**config.mk**
```make
export PLATFORM = sky130hd
export DESIGN_NAME = pci_par_unit
export DESIGN_NICKNAME = d
export VERILOG_FILES = /design/src/rtl/pci_par_pkg.sv /design/src/rtl/pci_par_rst_sync.sv /design/src/rtl/pci_par_tree.sv /design/src/rtl/pci_par_check.sv /design/src/rtl/pci_par_sticky.sv /design/src/rtl/pci_par_unit.sv
export SDC_FILE = /design/constraint.sdc
export NUM_CORES = 1
export LEC_CHECK = 0
export CAP_MARGIN = 10
export CORE_UTILIZATION = 33
export DETAILED_ROUTE_END_ITERATION = 10
export GPL_TIMING_DRIVEN = 0
export HOLD_SLACK_MARGIN = 0.12
export PLACE_DENSITY = 0.85
export SYNTH_ARGS = -nofsm -noshare
export SYNTH_HDL_FRONTEND = slang
export SYNTH_SLANG_ARGS = --single-unit
```
**constraint.sdc**
```tcl
create_clock -name clk -period 1.4 [get_ports clk]
set_input_delay 0.28 -clock clk [delete_from_list [all_inputs] [get_ports clk]]
set_output_delay 0.28 -clock clk [all_outputs]
set_load 0.05 [all_outputs]
```
**src/rtl/pci_par_pkg.sv**
```systemverilog
package pci_par_pkg;

  localparam int NUM_HALVES = 2;
  localparam int BYTE_W     = 8;

  typedef struct packed {
    logic drive;
    logic addr;
    logic data;
    logic wide;
  } phase_t;

endpackage

```
**src/rtl/pci_par_rst_sync.sv**
```systemverilog
module pci_par_rst_sync #(
  parameter int STAGES = 2
) (
  input  logic clk,
  input  logic rst_n,
  output logic rst_sync_n
);

  logic [STAGES-1:0] shift_q;
  logic [STAGES-1:0] shift_d;

  always_comb begin
    shift_d = {shift_q[STAGES-2:0], 1'b1};
  end

  always_ff @(posedge clk or negedge rst_n) begin
    if (!rst_n) begin
      shift_q <= '0;
    end else begin
      shift_q <= shift_d;
    end
  end

  assign rst_sync_n = shift_q[STAGES-1];

endmodule

```
**src/rtl/pci_par_tree.sv**
```systemverilog
module pci_par_tree
  import pci_par_pkg::*;
#(
  parameter int AD_W = 32,
  parameter int BE_W = 4
) (
  input  logic [AD_W-1:0] ad_i,
  input  logic [BE_W-1:0] be_i,
  output logic            par_o
);

  localparam int LANES = AD_W / BYTE_W;

  logic [LANES-1:0] lane_par;

  for (genvar l = 0; l < LANES; l++) begin : g_lane
    assign lane_par[l] = ^ad_i[l*BYTE_W +: BYTE_W];
  end

  assign par_o = ^{lane_par, be_i};

endmodule

```
**src/rtl/pci_par_check.sv**
```systemverilog
module pci_par_check
  import pci_par_pkg::*;
(
  input  logic                  clk,
  input  logic                  rst_n,
  input  phase_t                ph_q,
  input  logic [NUM_HALVES-1:0] par_exp,
  input  logic [NUM_HALVES-1:0] par_seen,
  input  logic                  perr_en,
  input  logic                  serr_en,
  output logic                  perr_o,
  output logic                  serr_o,
  output logic                  any_err_o,
  output logic                  sse_set_o
);

  logic [NUM_HALVES-1:0] half_mm;
  logic rx_active;
  logic mism;
  logic data_err;
  logic addr_err;
  logic perr_d, perr_q;
  logic serr_d, serr_q;

  for (genvar h = 0; h < NUM_HALVES; h++) begin : g_half
    if (h == 0) begin : g_base
      assign half_mm[h] = par_exp[h] ^ par_seen[h];
    end else begin : g_ext
      assign half_mm[h] = ph_q.wide & (par_exp[h] ^ par_seen[h]);
    end
  end

  always_comb begin
    rx_active = ~ph_q.drive & (ph_q.addr | ph_q.data);
    mism      = |half_mm;
    data_err  = rx_active & ph_q.data & mism;
    addr_err  = rx_active & ph_q.addr & mism;
    perr_d    = data_err & perr_en;
    serr_d    = addr_err & serr_en;
  end

  always_ff @(posedge clk or negedge rst_n) begin
    if (!rst_n) begin
      perr_q <= 1'b0;
      serr_q <= 1'b0;
    end else begin
      perr_q <= perr_d;
      serr_q <= serr_d;
    end
  end

  assign perr_o    = perr_q;
  assign serr_o    = serr_q;
  assign any_err_o = data_err | addr_err;
  assign sse_set_o = serr_d;

endmodule

```
**src/rtl/pci_par_sticky.sv**
```systemverilog
module pci_par_sticky (
  input  logic clk,
  input  logic rst_n,
  input  logic set_i,
  input  logic clr_i,
  output logic q_o
);

  logic q_q;
  logic q_d;
  logic q_en;

  always_comb begin
    q_en = set_i | clr_i;
    q_d  = set_i | (q_q & ~clr_i);
  end

  always_ff @(posedge clk or negedge rst_n) begin
    if (!rst_n) begin
      q_q <= 1'b0;
    end else if (q_en) begin
      q_q <= q_d;
    end
  end

  assign q_o = q_q;

endmodule

```
**src/rtl/pci_par_unit.sv**
```systemverilog
module pci_par_unit
  import pci_par_pkg::*;
#(
  parameter int HALF_AD_W   = 32,
  parameter int HALF_BE_W   = 4,
  parameter int SYNC_STAGES = 2
) (
  input  logic                            clk,
  input  logic                            rst_n,
  input  logic [NUM_HALVES*HALF_AD_W-1:0] ad_i,
  input  logic [NUM_HALVES*HALF_BE_W-1:0] cbe_i,
  input  logic                            addr_vld_i,
  input  logic                            data_vld_i,
  input  logic                            drive_i,
  input  logic                            wide_i,
  input  logic                            par_in_i,
  input  logic                            par64_in_i,
  input  logic                            perr_en_i,
  input  logic                            serr_en_i,
  input  logic                            clr_dpe_i,
  input  logic                            clr_sse_i,
  output logic                            par_o,
  output logic                            par_oe_o,
  output logic                            par64_o,
  output logic                            par64_oe_o,
  output logic                            perr_o,
  output logic                            serr_o,
  output logic                            sts_dpe_o,
  output logic                            sts_sse_o
);

  logic rst_sync_n;

  pci_par_rst_sync #(
    .STAGES(SYNC_STAGES)
  ) u_rst_sync (
    .clk       (clk),
    .rst_n     (rst_n),
    .rst_sync_n(rst_sync_n)
  );

  logic [NUM_HALVES-1:0] par_now;
  logic [NUM_HALVES-1:0] par_q;
  logic [NUM_HALVES-1:0] lane_oe;
  logic [NUM_HALVES-1:0] par_seen;
  phase_t ph_d;
  phase_t ph_q;

  for (genvar h = 0; h < NUM_HALVES; h++) begin : g_tree
    pci_par_tree #(
      .AD_W(HALF_AD_W),
      .BE_W(HALF_BE_W)
    ) u_tree (
      .ad_i (ad_i[h*HALF_AD_W +: HALF_AD_W]),
      .be_i (cbe_i[h*HALF_BE_W +: HALF_BE_W]),
      .par_o(par_now[h])
    );
  end

  always_comb begin
    ph_d.drive = drive_i;
    ph_d.addr  = addr_vld_i;
    ph_d.data  = data_vld_i;
    ph_d.wide  = wide_i;
  end

  always_ff @(posedge clk or negedge rst_sync_n) begin
    if (!rst_sync_n) begin
      par_q <= '0;
      ph_q  <= '0;
    end else begin
      par_q <= par_now;
      ph_q  <= ph_d;
    end
  end

  for (genvar h = 0; h < NUM_HALVES; h++) begin : g_oe
    if (h == 0) begin : g_base
      assign lane_oe[h] = ph_q.drive;
    end else begin : g_ext
      assign lane_oe[h] = ph_q.drive & ph_q.wide;
    end
  end

  assign par_seen   = {par64_in_i, par_in_i};
  assign par_o      = par_q[0] & lane_oe[0];
  assign par_oe_o   = lane_oe[0];
  assign par64_o    = par_q[1] & lane_oe[1];
  assign par64_oe_o = lane_oe[1];

  logic any_err;
  logic sse_set;

  pci_par_check u_check (
    .clk      (clk),
    .rst_n    (rst_sync_n),
    .ph_q     (ph_q),
    .par_exp  (par_q),
    .par_seen (par_seen),
    .perr_en  (perr_en_i),
    .serr_en  (serr_en_i),
    .perr_o   (perr_o),
    .serr_o   (serr_o),
    .any_err_o(any_err),
    .sse_set_o(sse_set)
  );

  pci_par_sticky u_sts_dpe (
    .clk  (clk),
    .rst_n(rst_sync_n),
    .set_i(any_err),
    .clr_i(clr_dpe_i),
    .q_o  (sts_dpe_o)
  );

  pci_par_sticky u_sts_sse (
    .clk  (clk),
    .rst_n(rst_sync_n),
    .set_i(sse_set),
    .clr_i(clr_sse_i),
    .q_o  (sts_sse_o)
  );

endmodule

```
Word-level counts from Yosys, hierarchy flattened
Cells that the tools add are included.

Bits in registers: 12. Logic and storage cells: 45. Output and inout port bits: 8.

Bitwise logic cells: 24. Reductions and logical operators: 11.

Operators by type and width (count): $reduce_xor 8->1 (10); $and 1x1->1 (13); $or 1x1->1 (6); $not 1->1 (3); $reduce_or 2->1 (1); $xor 1x1->1 (2).

Longest topological paths before layout
Gate-level depths: netlist of run 1.

Depth after elaboration: 6. Mapped depth: 5.

By module
From an unflattened synthesis of run 1, not the netlist that was laid out.

Cell total of the unflattened synthesis: 100. Area total of the unflattened synthesis: 1054.8 µm².

Modules (own cells, without submodules): pci_par_tree (cells an instance 34, area an instance 311.5 µm², instances 2); pci_par_unit (cells an instance 9, area an instance 171.4 µm², instances 1); pci_par_check (cells an instance 14, area an instance 133.9 µm², instances 1); pci_par_sticky (cells an instance 3, area an instance 36.3 µm², instances 2); pci_par_rst_sync (cells an instance 3, area an instance 53.8 µm², instances 1).

Worst setup path before layout of run 1
No wires, ideal clock.

Kind: flip-flop to output port. Start: register par_oe_o (netlist name). End: output par64_o. Cell stages (with the launch flop): 2. Setup slack: -0.062 ns. Buffers on the path: 0. Arrival: 1.182 ns. Path through: dfrtp_1 > and3_1.

Cells in the longest elaborated chain, start to end: 2.

Ends and longest elaborated chain: $and 1x1->1 (line pci_par_unit.sv:81) `assign lane_oe[h] = ph_q.drive & ph_q.wide;`; $and 1x1->1 (line pci_par_unit.sv:88) `assign par64_o = par_q[1] & lane_oe[1];`; to (decl) (line pci_par_unit.sv:24) `output logic par64_o,`.

Every way passes these cells.

Worst setup path after layout of run 1
Start: input ad_i[9]. End: register par_q[0].

Cells in the longest elaborated chain, start to end: 2.

Ends and longest elaborated chain: from (decl) (line pci_par_unit.sv:10) `input logic [NUM_HALVES*HALF_AD_W-1:0] ad_i,`; $reduce_xor 8->1 (line pci_par_tree.sv:17) `assign lane_par[l] = ^ad_i[l*BYTE_W +: BYTE_W];`; $reduce_xor 8->1 (line pci_par_tree.sv:20) `assign par_o = ^{lane_par, be_i};`; net g_tree[0].u_tree.par_o (line pci_par_tree.sv:9) `output logic par_o`; to (signal assigned) (line pci_par_unit.sv:72) `par_q <= par_now;`; to (decl) (line pci_par_unit.sv:43) `logic [NUM_HALVES-1:0] par_q;`.

The timed path passes the listed nets, and every way through them passes these cells. A chain may end at the register's enable or synchronous reset.

==> metrics.md, run 1 <==
| Metric | Value |
|---|---|
| Status | `complete, but fails checks` |
| Failing checks | `design-rule violations` |
| Critical path class | `in2reg` |
| Clock Sinks | `12` |
| Placed cell count | `217` |
| Die width | `57.32 um` |
| # diodes | `0` |
| DRT Wirelength | `2784 um` |
| Routed Antenna Nets | `0` |
| I/O pin cnt | `92` |
| Largest vdd supply drop | `0.5975 mV` |
| DRT iter0 DRCs | `26` |
| Total CTS buffers | `3` |
| CP arrival | `1510 ps` |
| Final Hold Fails | `0` |
| Flop2flop setup slack | `190 ps` |
| Post-synthesis instance total | `95` |
| Startpoint types | `input port` |
| Reg2Reg Capture Point | `u_sts_sse.q_o` |
| Hold crit path type | `reg2async` |
| Max Fclk | `738.3 MHz` |
| Largest net degree at the start of global routing | `11` |
| Critical path's slowest cell | `xnor3_1` |
| Vias | `946` |
| Most common cell on crit path | `xnor2_1` |
| GRT Overall Usage | `18.13%` |
| Multi-input logic area | `795.8 sq um` |
| Path depth of the worst reg2reg path | `5` |
| Static Leak | `0.0009644 uW` |
| R2R Path Start | `par_q[1]` |
| Layout Nets | `275` |
| Sequential share of the synthesized area | `29.74%` |
| Critical Path Fanout Max | `1` |
| Post-route cell area | `2009 sq um` |
| RSZ-0062 raised after global routing | `yes` |
| Cell row count | `19` |
| Root buffer cell | `clkbuf_4` |
| Synth warnings | `0` |
| Endpoint class of the critical path | `register` |
| P&R area growth vs syn | `99.01%` |
| Commonest non-fill, non-tap cell in the layout | `xnor2_1` |
| Port Buffer Count | `91` |
| WL per Instance | `12.60 um` |
| DRT Pass-1 Iters | `7` |
| # DRC | `3` |
| Fill cell count | `231` |
| Final Non-Filler Cells | `221` |
| DIE AREA | `3285 sq um` |
| GPL Wtd Cong | `0.7243` |
| H-tree depth | `1` |
| Initial antenna violation count | `0` |
| CP peak stage delay | `340 ps` |
| Post-Synthesis Cell Area | `1010 sq um` |
| Gr ovfl total | `0` |
| Req. time, crit path | `1560 ps` |
| Syn Area/Cell | `10.63 sq um` |
| Post-DP Area | `1963 sq um` |
| Vias in the first global route | `1022` |
| Die H | `57.32 um` |
| Commonest cells after routing, fill and taps aside | `xnor2_1 (47), clkdlybuf4s50_1 (24), dlygate4sd2_1 (23)` |
| CTS tree | `built` |
| Synth Net Count | `179` |
| Period minus WS final | `1354 ps` |
| Initial core utilization | `35.69%` |
| FF+latch area | `300.3 sq um` |
| Setup Skew | `2.355 ps` |
| Yosys cell types | `12` |
| Register bit total from synthesis | `12` |
| Final setup fails | `0` |
| Worst skew pair latency | `270 ps` |
| Layout cells sized above 1 | `20.53%` |
| Core area | `2829 sq um` |
| Reg clk slew, reported paths | `70 ps` |
| Fin crit share | `96.74%` |
| Power per cell area | `895.0 nW/um^2` |
| Hpwl dp | `2605 um` |
| CTS max path bufs | `2` |
| Via density | `4.281` |
| Max Slew Vio Count | `0` |
| Critical path, cell by cell | `dlygate4sd2_1 -> xnor2_2 -> xnor2_1 -> xnor2_1 -> xnor3_1 -> xnor2_1` |
| Global-route wire length before repair | `4422 um` |
| Max-Cap Viols | `0` |
cell type report:
cell class | instances | share of cell area [%]
multi-input combinational | 81 | 39.60
sequential | 12 | 14.94
clock buffer | 4 | 1.806
tap | 31 | 1.930
inverter | 2 | 0.3736
timing repair buffer | 91 | 41.34
cells by family after synthesis:
family / Yosys count / synth area share (%)
AOI/OAI and AO/OA: 4 / 2.230
xor gates and xnor gates: 70 / 63.44
buffers and inverters: 2 / 0.7438
DFF: 12 / 29.74
other: 1 / 0.3714
and+or+nand+nor: 6 / 3.469
state kept, by name, summed over array words and instances (netlist names):
signal              cells
u_rst_sync.shift_q      2
u_check.perr_o          1
ph_q                    3
u_sts_sse.q_o           1
par_oe_o                1
u_sts_dpe.q_o           1
u_check.serr_o          1
par_q                   2
layer usage:
layer	GRT usage (%)	share of wire, %
met1	18.88	35
met2	35.29	60
met3	5.442	3.7
met4	4.181	1.1
met5	0	0
worst max-delay path by stage:
| stage | start | endpoint | cells past startpoint |
|---|---|---|---|
| after detailed placement | ad_i[28] | par_q[0] | 6 |
| final | ad_i[9] | par_q[0] | 6 |
| after global placement | ad_i[62] | par_q[1] | 6 |
| after CTS | par_oe_o | par64_o | 2 |
| after global routing | ad_i[9] | par_q[0] | 6 |
| after floorplan | ad_i[28] | par_q[0] | 5 |
critical path: cells and delay by family:
family / cells / cell delay [ps]
XOR/XNOR: 5 / 980
buffers and inverters: 1 / 260
report_power, final:
group	internal (uW)	total [uW]	leakage (uW)	switching, uW
logic	626	1080	0.000797	452
clock network	158	267	0.0000210	109
registers	415	453	0.000146	37.6
repair_timing:
item | in CTS | in global routing
buffers inserted | 0 | 0
endpoints found under the setup margin | 10 | 7
hold buffers | 0 | 0
resized for setup | 89 | 56
pin swaps | 49 | 33
stage by stage:
step / setup WS [ps] / total power (uW) / utilization [%] / setup TNS (ps) / hold slack [ps]
after floorplan: 11.53 / 1191 / - / 0 / -15.59
after global placement: -521.0 / 1566 / 69.39 / -1791 / 151.4
after detailed placement: -528.5 / 1588 / 69.39 / -1974 / 167.2
after CTS: 0.7021 / 1798 / 68.77 / 0 / 154.9
after global routing: -16.93 / 1921 / 71.03 / -16.93 / 151.3
final: 45.58 / 1798 / 71.03 / 0 / 158.1
synth_stat cells:
cell type	number	area (sq um)
and2_1	2	12.51
xor2_1	10	87.58
a21o_1	1	7.510
o21ai_0	2	10.01
dfrtp_1	12	300.3
a21oi_1	1	5.000
xnor3_1	2	45.04
inv_1	2	7.510
xnor2_1	58	508.0
nor2_1	1	3.750
conb_1	1	3.750
and3_1	3	18.77
No activity file was read; power rests on OpenSTA's default activity.
==> run 2: changes to the inputs <==
--- a/config.mk
+++ b/config.mk
@@ -6,11 +6,12 @@
 export NUM_CORES = 1
 export LEC_CHECK = 0
 export CAP_MARGIN = 10
-export CORE_UTILIZATION = 33
+export CORE_UTILIZATION = 34
 export DETAILED_ROUTE_END_ITERATION = 10
 export GPL_TIMING_DRIVEN = 0
 export HOLD_SLACK_MARGIN = 0.12
-export PLACE_DENSITY = 0.85
+export PLACE_DENSITY = 0.86
 export SYNTH_ARGS = -nofsm -noshare
 export SYNTH_HDL_FRONTEND = slang
+export SYNTH_HIERARCHICAL = 1
 export SYNTH_SLANG_ARGS = --single-unit
==> constraint.sdc (replaced) <==
create_clock -name clk -period 1.7 [get_ports clk]
set_input_delay 0.34 -clock clk [delete_from_list [all_inputs] [get_ports clk]]
set_output_delay 0.34 -clock clk [all_outputs]
set_load 0.05 [all_outputs]
==> metrics.md, run 2 <==
| Metric | Value |
|---|---|
| GPL Wtd Cong | `0.8457 (+17%)` |
| Most numerous cell in the Yosys netlist | `xnor2_1` |
| CTS max path bufs | `2 (unchanged)` |
| Core area | `2853 sq um (+0.84%)` |
| Clock Sinks | `12 (unchanged)` |
| I/O pin cnt | `92 (unchanged)` |
| # DRC | `3 (unchanged)` |
| Routed Antenna Nets | `0 (unchanged)` |
| Xor-xnor portion of the synthesized cell area | `60.74% (-2.7 points)` |
| Gr ovfl total | `0 (unchanged)` |
| H-tree depth | `1 (unchanged)` |
| DRT Pass-1 Iters | `7 (unchanged)` |
| Fin crit share | `98.36%` |
| Compound-Gate Fraction of Synth Area | `4.626% (+2.4 points)` |
| Via density | `4.451 (+4.0%)` |
| RSZ-0062 raised after global routing | `no` |
| GRT Overall Usage | `17.76% (-0.37 points)` |
| Port Buffer Count | `91 (unchanged)` |
| Max FFs per register | `3 (unchanged)` |
| Largest family of logic cells by synthesized area | `XOR/XNOR gates` |
| Period minus WS final | `1672 ps` |
| Largest vdd supply drop | `0.3931 mV (-34%)` |
| Synth Area in Simple Gates | `5.101% (+1.6 points)` |
| Worst skew pair latency | `280 ps (about the same)` |
| Post-synth EDFFs | `0 (unchanged)` |
| Biggest register | `ph_q` |
| Largest net degree at the start of global routing | `11 (unchanged)` |
| Power per cell area | `758.1 nW/um^2 (-15%)` |
| Root buffer cell | `clkbuf_4` |
| Req. time, crit path | `1870 ps (+310 ps)` |
| CTS tree | `built` |
| Post-route cell area | `2091 sq um (+4.0%)` |
| Die width | `57.70 um (+0.66%)` |
| P&R area growth vs syn | `98.22%` |
| CP arrival | `1840 ps (+330 ps)` |
| Syn Area/Cell | `10.55 sq um (-0.76%)` |
| Final setup fails | `0 (unchanged)` |
| Commonest cells after routing, fill and taps aside | `clkdlybuf4s50_1 (74), xnor2_1 (55), dfrtp_1 (12)` |
| Die H | `57.70 um (+0.66%)` |
| Sequential share of the synthesized area | `28.47% (-1.3 points)` |
| Max layer used | `met4` |
| DRT iter0 DRCs | `18 (-31%)` |
| DRT Wirelength | `2813 um (+1.0%)` |
| Register bit total from synthesis | `12 (unchanged)` |
| Regs by FF count | `ph_q (3), par_q (2), u_rst_sync/shift_q (2)` |
| Most used DFF post-synth | `dfrtp_1` |
| Synth warnings | `6 (+6)` |
| Util after Layout | `73.29% (+2.3 points)` |
| Critical path's slowest cell | `clkdlybuf4s50_1` |
| Max Fclk | `598.0 MHz` |
| Wire length on met1 | `1017 um (+4.1%)` |
| Post-synthesis instance total | `100 (+5.3%)` |
| Critical path class | `in2reg` |
| Reg clk slew, reported paths | `70 ps (about the same)` |
| Vias in the first global route | `990 (-3.1%)` |
| DIE AREA | `3329 sq um (+1.3%)` |
| Total CTS buffers | `3 (unchanged)` |
| # diodes | `0 (unchanged)` |
| Layout cells sized above 1 | `7.692% (-13 points)` |
| Critical path, cell by cell | `clkdlybuf4s50_1 -> xnor2_1 -> xnor2_1 -> xnor2_1 -> xnor3_1 -> xnor2_1` |
| Yosys cell types | `15 (+3)` |
| Commonest non-fill, non-tap cell in the layout | `clkdlybuf4s50_1` |
| # hold bufs at CTS | `0 (unchanged)` |
| Synth area leaders | `xnor2_1 (50%), dfrtp_1 (28%), xor2_1 (6.6%)` |
| Global-route wire length before repair | `4395 um (-0.61%)` |
| Hold crit path type | `reg2async` |
| Setup Fix Bufs, Post-CTS | `0 (unchanged)` |
| Hpwl dp | `2459 um (-5.6%)` |
| Status | `complete, but fails checks` |
| Mux cell area share after synthesis | `0% (unchanged)` |
| Post-Synthesis Cell Area | `1055 sq um (+4.5%)` |
| Critical Path Fanout Max | `1 (unchanged)` |
| Max-Cap Viols | `0 (unchanged)` |
| Setup TNS | `0 ps (unchanged)` |
| Most common cell on crit path | `xnor2_1` |
| Fill cell count | `224 (-3.0%)` |
| Endpoint class of the critical path | `register` |
| Ys async rst share | `100.0% (unchanged)` |
| CP peak stage delay | `470 ps (+130 ps)` |
| Layout Nets | `280 (+1.8%)` |
| Setup Skew | `1.336 ps (-1.018 ps)` |
| Synth Net Count | `184 (+2.8%)` |
| Met3 Wirelength | `147 um (+44%)` |
| Hold_ws | `163.8 ps (+5.640 ps)` |
| Top-area cell type share of the netlist area | `49.82% (-0.49 points)` |
| Final Hold Fails | `0 (unchanged)` |
| Dominant cell type by area after synthesis | `xnor2_1` |
| Initial core utilization | `36.97% (+1.3 points)` |
| Commonest cells post-synth | `xnor2_1 (60), dfrtp_1 (12), xor2_1 (8)` |
| Post-DP Area | `2004 sq um (+2.1%)` |
| WL per Instance | `12.45 um (-1.2%)` |
| Initial antenna violation count | `0 (unchanged)` |
| Max Slew Vio Count | `0 (unchanged)` |
| Static Leak | `0.0008684 uW (-10%)` |
| Cell row count | `19 (unchanged)` |
| Startpoint types | `input port` |
| Vias | `1006 (+6.3%)` |
| Wire length on met2 | `1614 um (-3.5%)` |
| Adder-Cell Fraction of Synth Area | `0% (unchanged)` |
| Failing checks | `design-rule violations` |
==> run 2: cell types whose count changed after synthesis <==
| cell | before | now |
|---|---|---|
| nand3b_1 | 0 | 2 |
| a21oi_1 | 1 | 0 |
| and3_1 | 3 | 1 |
| o21ai_0 | 2 | 0 |
| nand2b_1 | 0 | 1 |
| nand2_1 | 0 | 2 |
| o32ai_1 | 0 | 3 |
| a21o_1 | 1 | 2 |
| o21bai_1 | 0 | 1 |
| and2_2 | 0 | 2 |
| xnor2_1 | 58 | 60 |
| and2_1 | 2 | 0 |
| xor2_1 | 10 | 8 |
==> run 2: kinds of logic after synthesis <==
logic type,count (synthesis)
xor+xnor,70
flops,12
simple gates,9
compound gates,6
other cells,1
buf+inv,2
==> run 2: area by class of cell <==
cell class / instances / area [sq um] / share of cell area, %
inverter: 2 / 7.507 / 0.3591
sequential: 12 / 300.3 / 14.36
multi-input combinational: 86 / 792.0 / 37.88
tap: 31 / 38.79 / 1.855
clock buffer: 4 / 36.28 / 1.735
timing repair buffer: 91 / 915.9 / 43.81
==> run 2: worst paths after layout <==
check | start | depth (start not counted) | slack (ps) | endpoint
worst max-delay path | ad_i[62] | 6 | 30 | par_q[1]
worst min-delay path | u_rst_sync/shift_q[1] | 0 | 160 | par_q[0]
worst max register to register | par_oe_o | 3 | 490 | u_sts_sse/q_o
worst min register to register | u_rst_sync/shift_q[1] | 0 | 160 | par_q[0]
max in group asynchronous | u_rst_sync/shift_q[1] | 0 | 1260 | u_check/perr_o
min in group clk | u_rst_sync/shift_q[0] | 0 | 370 | u_rst_sync/shift_q[1]
==> run 2: stage by stage <==
stage / instances / setup slack [ps] / total power [uW]
finish: 226 / 27.90 / 1585
global route: 226 / 1.546 / 1666
CTS: 226 / 8.188 / 1586
detailed placement: 222 / -328.0 / 1371
global placement: 222 / -303.1 / 1342
floorplan: 100 / 162.9 / 1028
==> run 2: worst max-delay path: cells and delay by family <==
kind / cells / cell delay [ps]
XOR/XNOR: 5 / 1030
buffers and inverters: 1 / 470
==> run 2: routing by layer <==
metal | GRT usage (%) | up-vias
li1 | - | 503
met1 | 18.58 | 465
met2 | 35.55 | 35
met3 | 3.348 | 3
met4 | 5.102 | 0
met5 | 0 | -
==> run 2: power breakdown <==
| group | total [uW] | switching (uW) | internal [uW] |
|---|---|---|---|
| combinational | 973 | 407 | 566 |
| sequential | 382 | 35.4 | 346 |
| clock | 230 | 99.6 | 130 |
==> run 2: timing repair <==
item | in CTS | in global routing
pin swaps | 12 | 12
endpoints found under the hold margin | 0 | 0
endpoints found under the setup margin | 10 | 1
gates resized for setup | 18 | 11
==> run 3: changes to the inputs <==
--- a/config.mk
+++ b/config.mk
@@ -6,11 +6,12 @@
 export NUM_CORES = 1
 export LEC_CHECK = 0
 export CAP_MARGIN = 10
+export CORE_MARGIN = 4
 export CORE_UTILIZATION = 34
 export DETAILED_ROUTE_END_ITERATION = 10
 export GPL_TIMING_DRIVEN = 0
 export HOLD_SLACK_MARGIN = 0.12
-export PLACE_DENSITY = 0.86
+export PLACE_DENSITY = 0.91
 export SYNTH_ARGS = -nofsm -noshare
 export SYNTH_HDL_FRONTEND = slang
 export SYNTH_HIERARCHICAL = 1
==> metrics.md, run 3 (same netlist as run 2, synthesis figures left out) <==
| Metric | Value |
|---|---|
| Status | `complete, no violations` |
| Hpwl dp | `2776 um (+13%)` |
| Total CTS buffers | `3 (unchanged)` |
| Die width | `63.70 um (+10%)` |
| H-tree depth | `1 (unchanged)` |
| Design internal power | `1038 uW (-0.45%)` |
| Reg clk slew, reported paths | `80 ps (about the same)` |
| I/O pin cnt | `92 (unchanged)` |
| CTS tree | `built` |
| CP peak stage delay | `510 ps (+40 ps)` |
| Clock share of power | `14.6% (about the same)` |
| GRT Overall Usage | `14.93% (-2.8 points)` |
| # hold bufs at CTS | `0 (unchanged)` |
| Setup Fix Bufs, Post-CTS | `0 (unchanged)` |
| Req. time, crit path | `1900 ps (+30 ps)` |
| Max Fclk | `596.7 MHz (-0.22%)` |
| DIE AREA | `4057 sq um (+22%)` |
| Critical Path Fanout Max | `1 (unchanged)` |
| DRT iter0 DRCs | `39 (+21)` |
| Layout cells sized above 1 | `8.718% (+1.0 points)` |
| Critical path, cell by cell | `clkdlybuf4s50_1 -> xnor2_2 -> xnor2_1 -> xnor2_1 -> xnor3_1 -> xnor2_1` |
| Clock Sinks | `12 (unchanged)` |
| Final setup fails | `0 (unchanged)` |
| Static Leak | `0.001015 uW (+17%)` |
| Via density | `4.575 (+2.8%)` |
| Initial core utilization | `36.97% (unchanged)` |
| Fin crit share | `98.58% (+0.22 points)` |
| CTS max path bufs | `2 (unchanged)` |
| Cell row count | `19 (unchanged)` |
| P&R area growth vs syn | `102.7%` |
| Die H | `63.70 um (+10%)` |
| Combinational power share | `61.4% (about the same)` |
| Max FFs per register | `3 (unchanged)` |
| Largest vdd supply drop | `0.3198 mV (-19%)` |
| Port Buffer Count | `91 (unchanged)` |
| RSZ-0062 raised after global routing | `yes` |
| Period minus WS final | `1676 ps (+3.743 ps)` |
| Regs by FF count | `ph_q (3), par_q (2), u_rst_sync/shift_q (2)` |
| WL per Instance | `14.27 um (+15%)` |
| DRT Pass-1 Iters | `4 (-3)` |
| Commonest cells after routing, fill and taps aside | `clkdlybuf4s50_1 (58), xnor2_1 (52), dlymetal6s2s_1 (19)` |
| GPL Wtd Cong | `0.7682 (-9.2%)` |
| Global-route wire length before repair | `4685 um (+6.6%)` |
| Vias | `1034 (+2.8%)` |
| Pre-CTS setup slack | `-340.1 ps (-12.15 ps)` |
| Max Slew Vio Count | `0 (unchanged)` |
| Root buffer cell | `clkbuf_4` |
| Seq pwr share | `24.0% (about the same)` |
| Final Hold Fails | `0 (unchanged)` |
| Biggest register | `ph_q` |
| Routed Antenna Nets | `0 (unchanged)` |
| Critical path class | `in2reg` |
| Psw | `558.1 uW (+2.9%)` |
| Worst skew pair latency | `290 ps (about the same)` |
| Hold crit path type | `reg2async` |
| Setup Skew | `4.754 ps (+3.418 ps)` |
| DRT Wirelength | `3224 um (+15%)` |
| Vias in the first global route | `1127 (+14%)` |
| Sw Ratio | `34.97% (+0.75 points)` |
| Most common cell on crit path | `xnor2_1` |
| Core area | `2853 sq um (unchanged)` |
| Endpoint class of the critical path | `register` |
| CP arrival | `1870 ps (+30 ps)` |
| Commonest non-fill, non-tap cell in the layout | `clkdlybuf4s50_1` |
| Max-Cap Viols | `0 (unchanged)` |
| Critical path's slowest cell | `clkdlybuf4s50_1` |
| Layout Nets | `280 (unchanged)` |
| # diodes | `0 (unchanged)` |
| # DRC | `0 (-3)` |
| Startpoint types | `input port` |
| Worst setup margin | `24.15 ps (-3.743 ps)` |
| Power per cell area | `746.5 nW/um^2 (-1.5%)` |
| Largest net degree at the start of global routing | `11 (unchanged)` |
| Fill cell count | `207 (-7.6%)` |
| Initial antenna violation count | `0 (unchanged)` |
| Hold_ws | `156.9 ps (-6.906 ps)` |
| Gr ovfl total | `0 (unchanged)` |
==> run 3: cell count changes in the layout (fill, tap and decap cells not counted) <==
cell	previous run	this run
clkdlybuf4s50_1	74	58
dlygate4sd2_1	9	11
dlymetal6s2s_1	5	19
xnor2_1	55	52
xnor2_2	5	8
xor2_1	7	8
xor2_2	1	0
==> run 3: metrics by stage <==
step                TNS (ps)  cell area, sq um  instances  total power (uW)  utilization [%]
finish                     0              2138        226              1596            74.96
global placement      -578.1              2004        222              1343            70.26
floorplan                  0              1055        100              1028                -
global route          -37.33              2138        226              1686            74.96
detailed placement    -721.0              2004        222              1384            70.26
CTS                        0              2031        226              1600            71.18
==> run 3: final cells by class <==
class                      count  area [sq um]  area share, %
inverter                       2         7.507         0.3511
sequential                    12         300.3          14.04
clock buffer                   4         36.28          1.697
timing repair buffer          91         948.4          44.35
tap                           31         38.79          1.814
multi-input combinational     86         807.0          37.74
==> run 3: metal layers <==
layer  vias to the layer above  global-route usage (%)  part of all wire (%)
li1                        504                       -                     -
met1                       465                   12.93                    32
met2                        54                   30.51                    59
met3                        11                   3.197                   5.9
met4                         0                   8.356                   3.9
met5                         -                       0                     0
==> run 3: final timing paths <==
| path | startpoint | endpoint | slack, ps | cells past startpoint |
|---|---|---|---|---|
| max | ad_i[3] | par_q[0] | 20 | 6 |
| min | u_rst_sync/shift_q[1] | u_check/serr_o | 160 | 0 |
| max reg2reg | par_oe_o | u_sts_sse/q_o | 510 | 3 |
| min reg2reg | u_rst_sync/shift_q[1] | u_check/serr_o | 160 | 0 |
| max in group asynchronous | u_rst_sync/shift_q[1] | u_sts_dpe/q_o | 1270 | 0 |
| min in group clk | u_rst_sync/shift_q[0] | u_rst_sync/shift_q[1] | 370 | 0 |
==> run 3: power groups by stage <==
stage | sequential, uW | clock [uW] | combinational, uW
after floorplan | 464 | 0 | 564
after CTS | 382 | 240 | 978
after global placement | 384 | 0 | 959
after global routing | 388 | 259 | 1040
final | 383 | 233 | 980
after detailed placement | 387 | 0 | 997
==> run 3: what timing repair did <==
item / in CTS / in global routing
endpoints found under the hold margin: 0 / 0
pin swaps: 13 / 22
gates cloned: 0 / 0
resized for setup: 20 / 27
setup endpoints to repair: 10 / 2
==> run 3: worst max-delay path, delay by kind of cell <==
kind / cells / cell delay [ps]
XOR/XNOR: 5 / 1020
buffers and inverters: 1 / 510
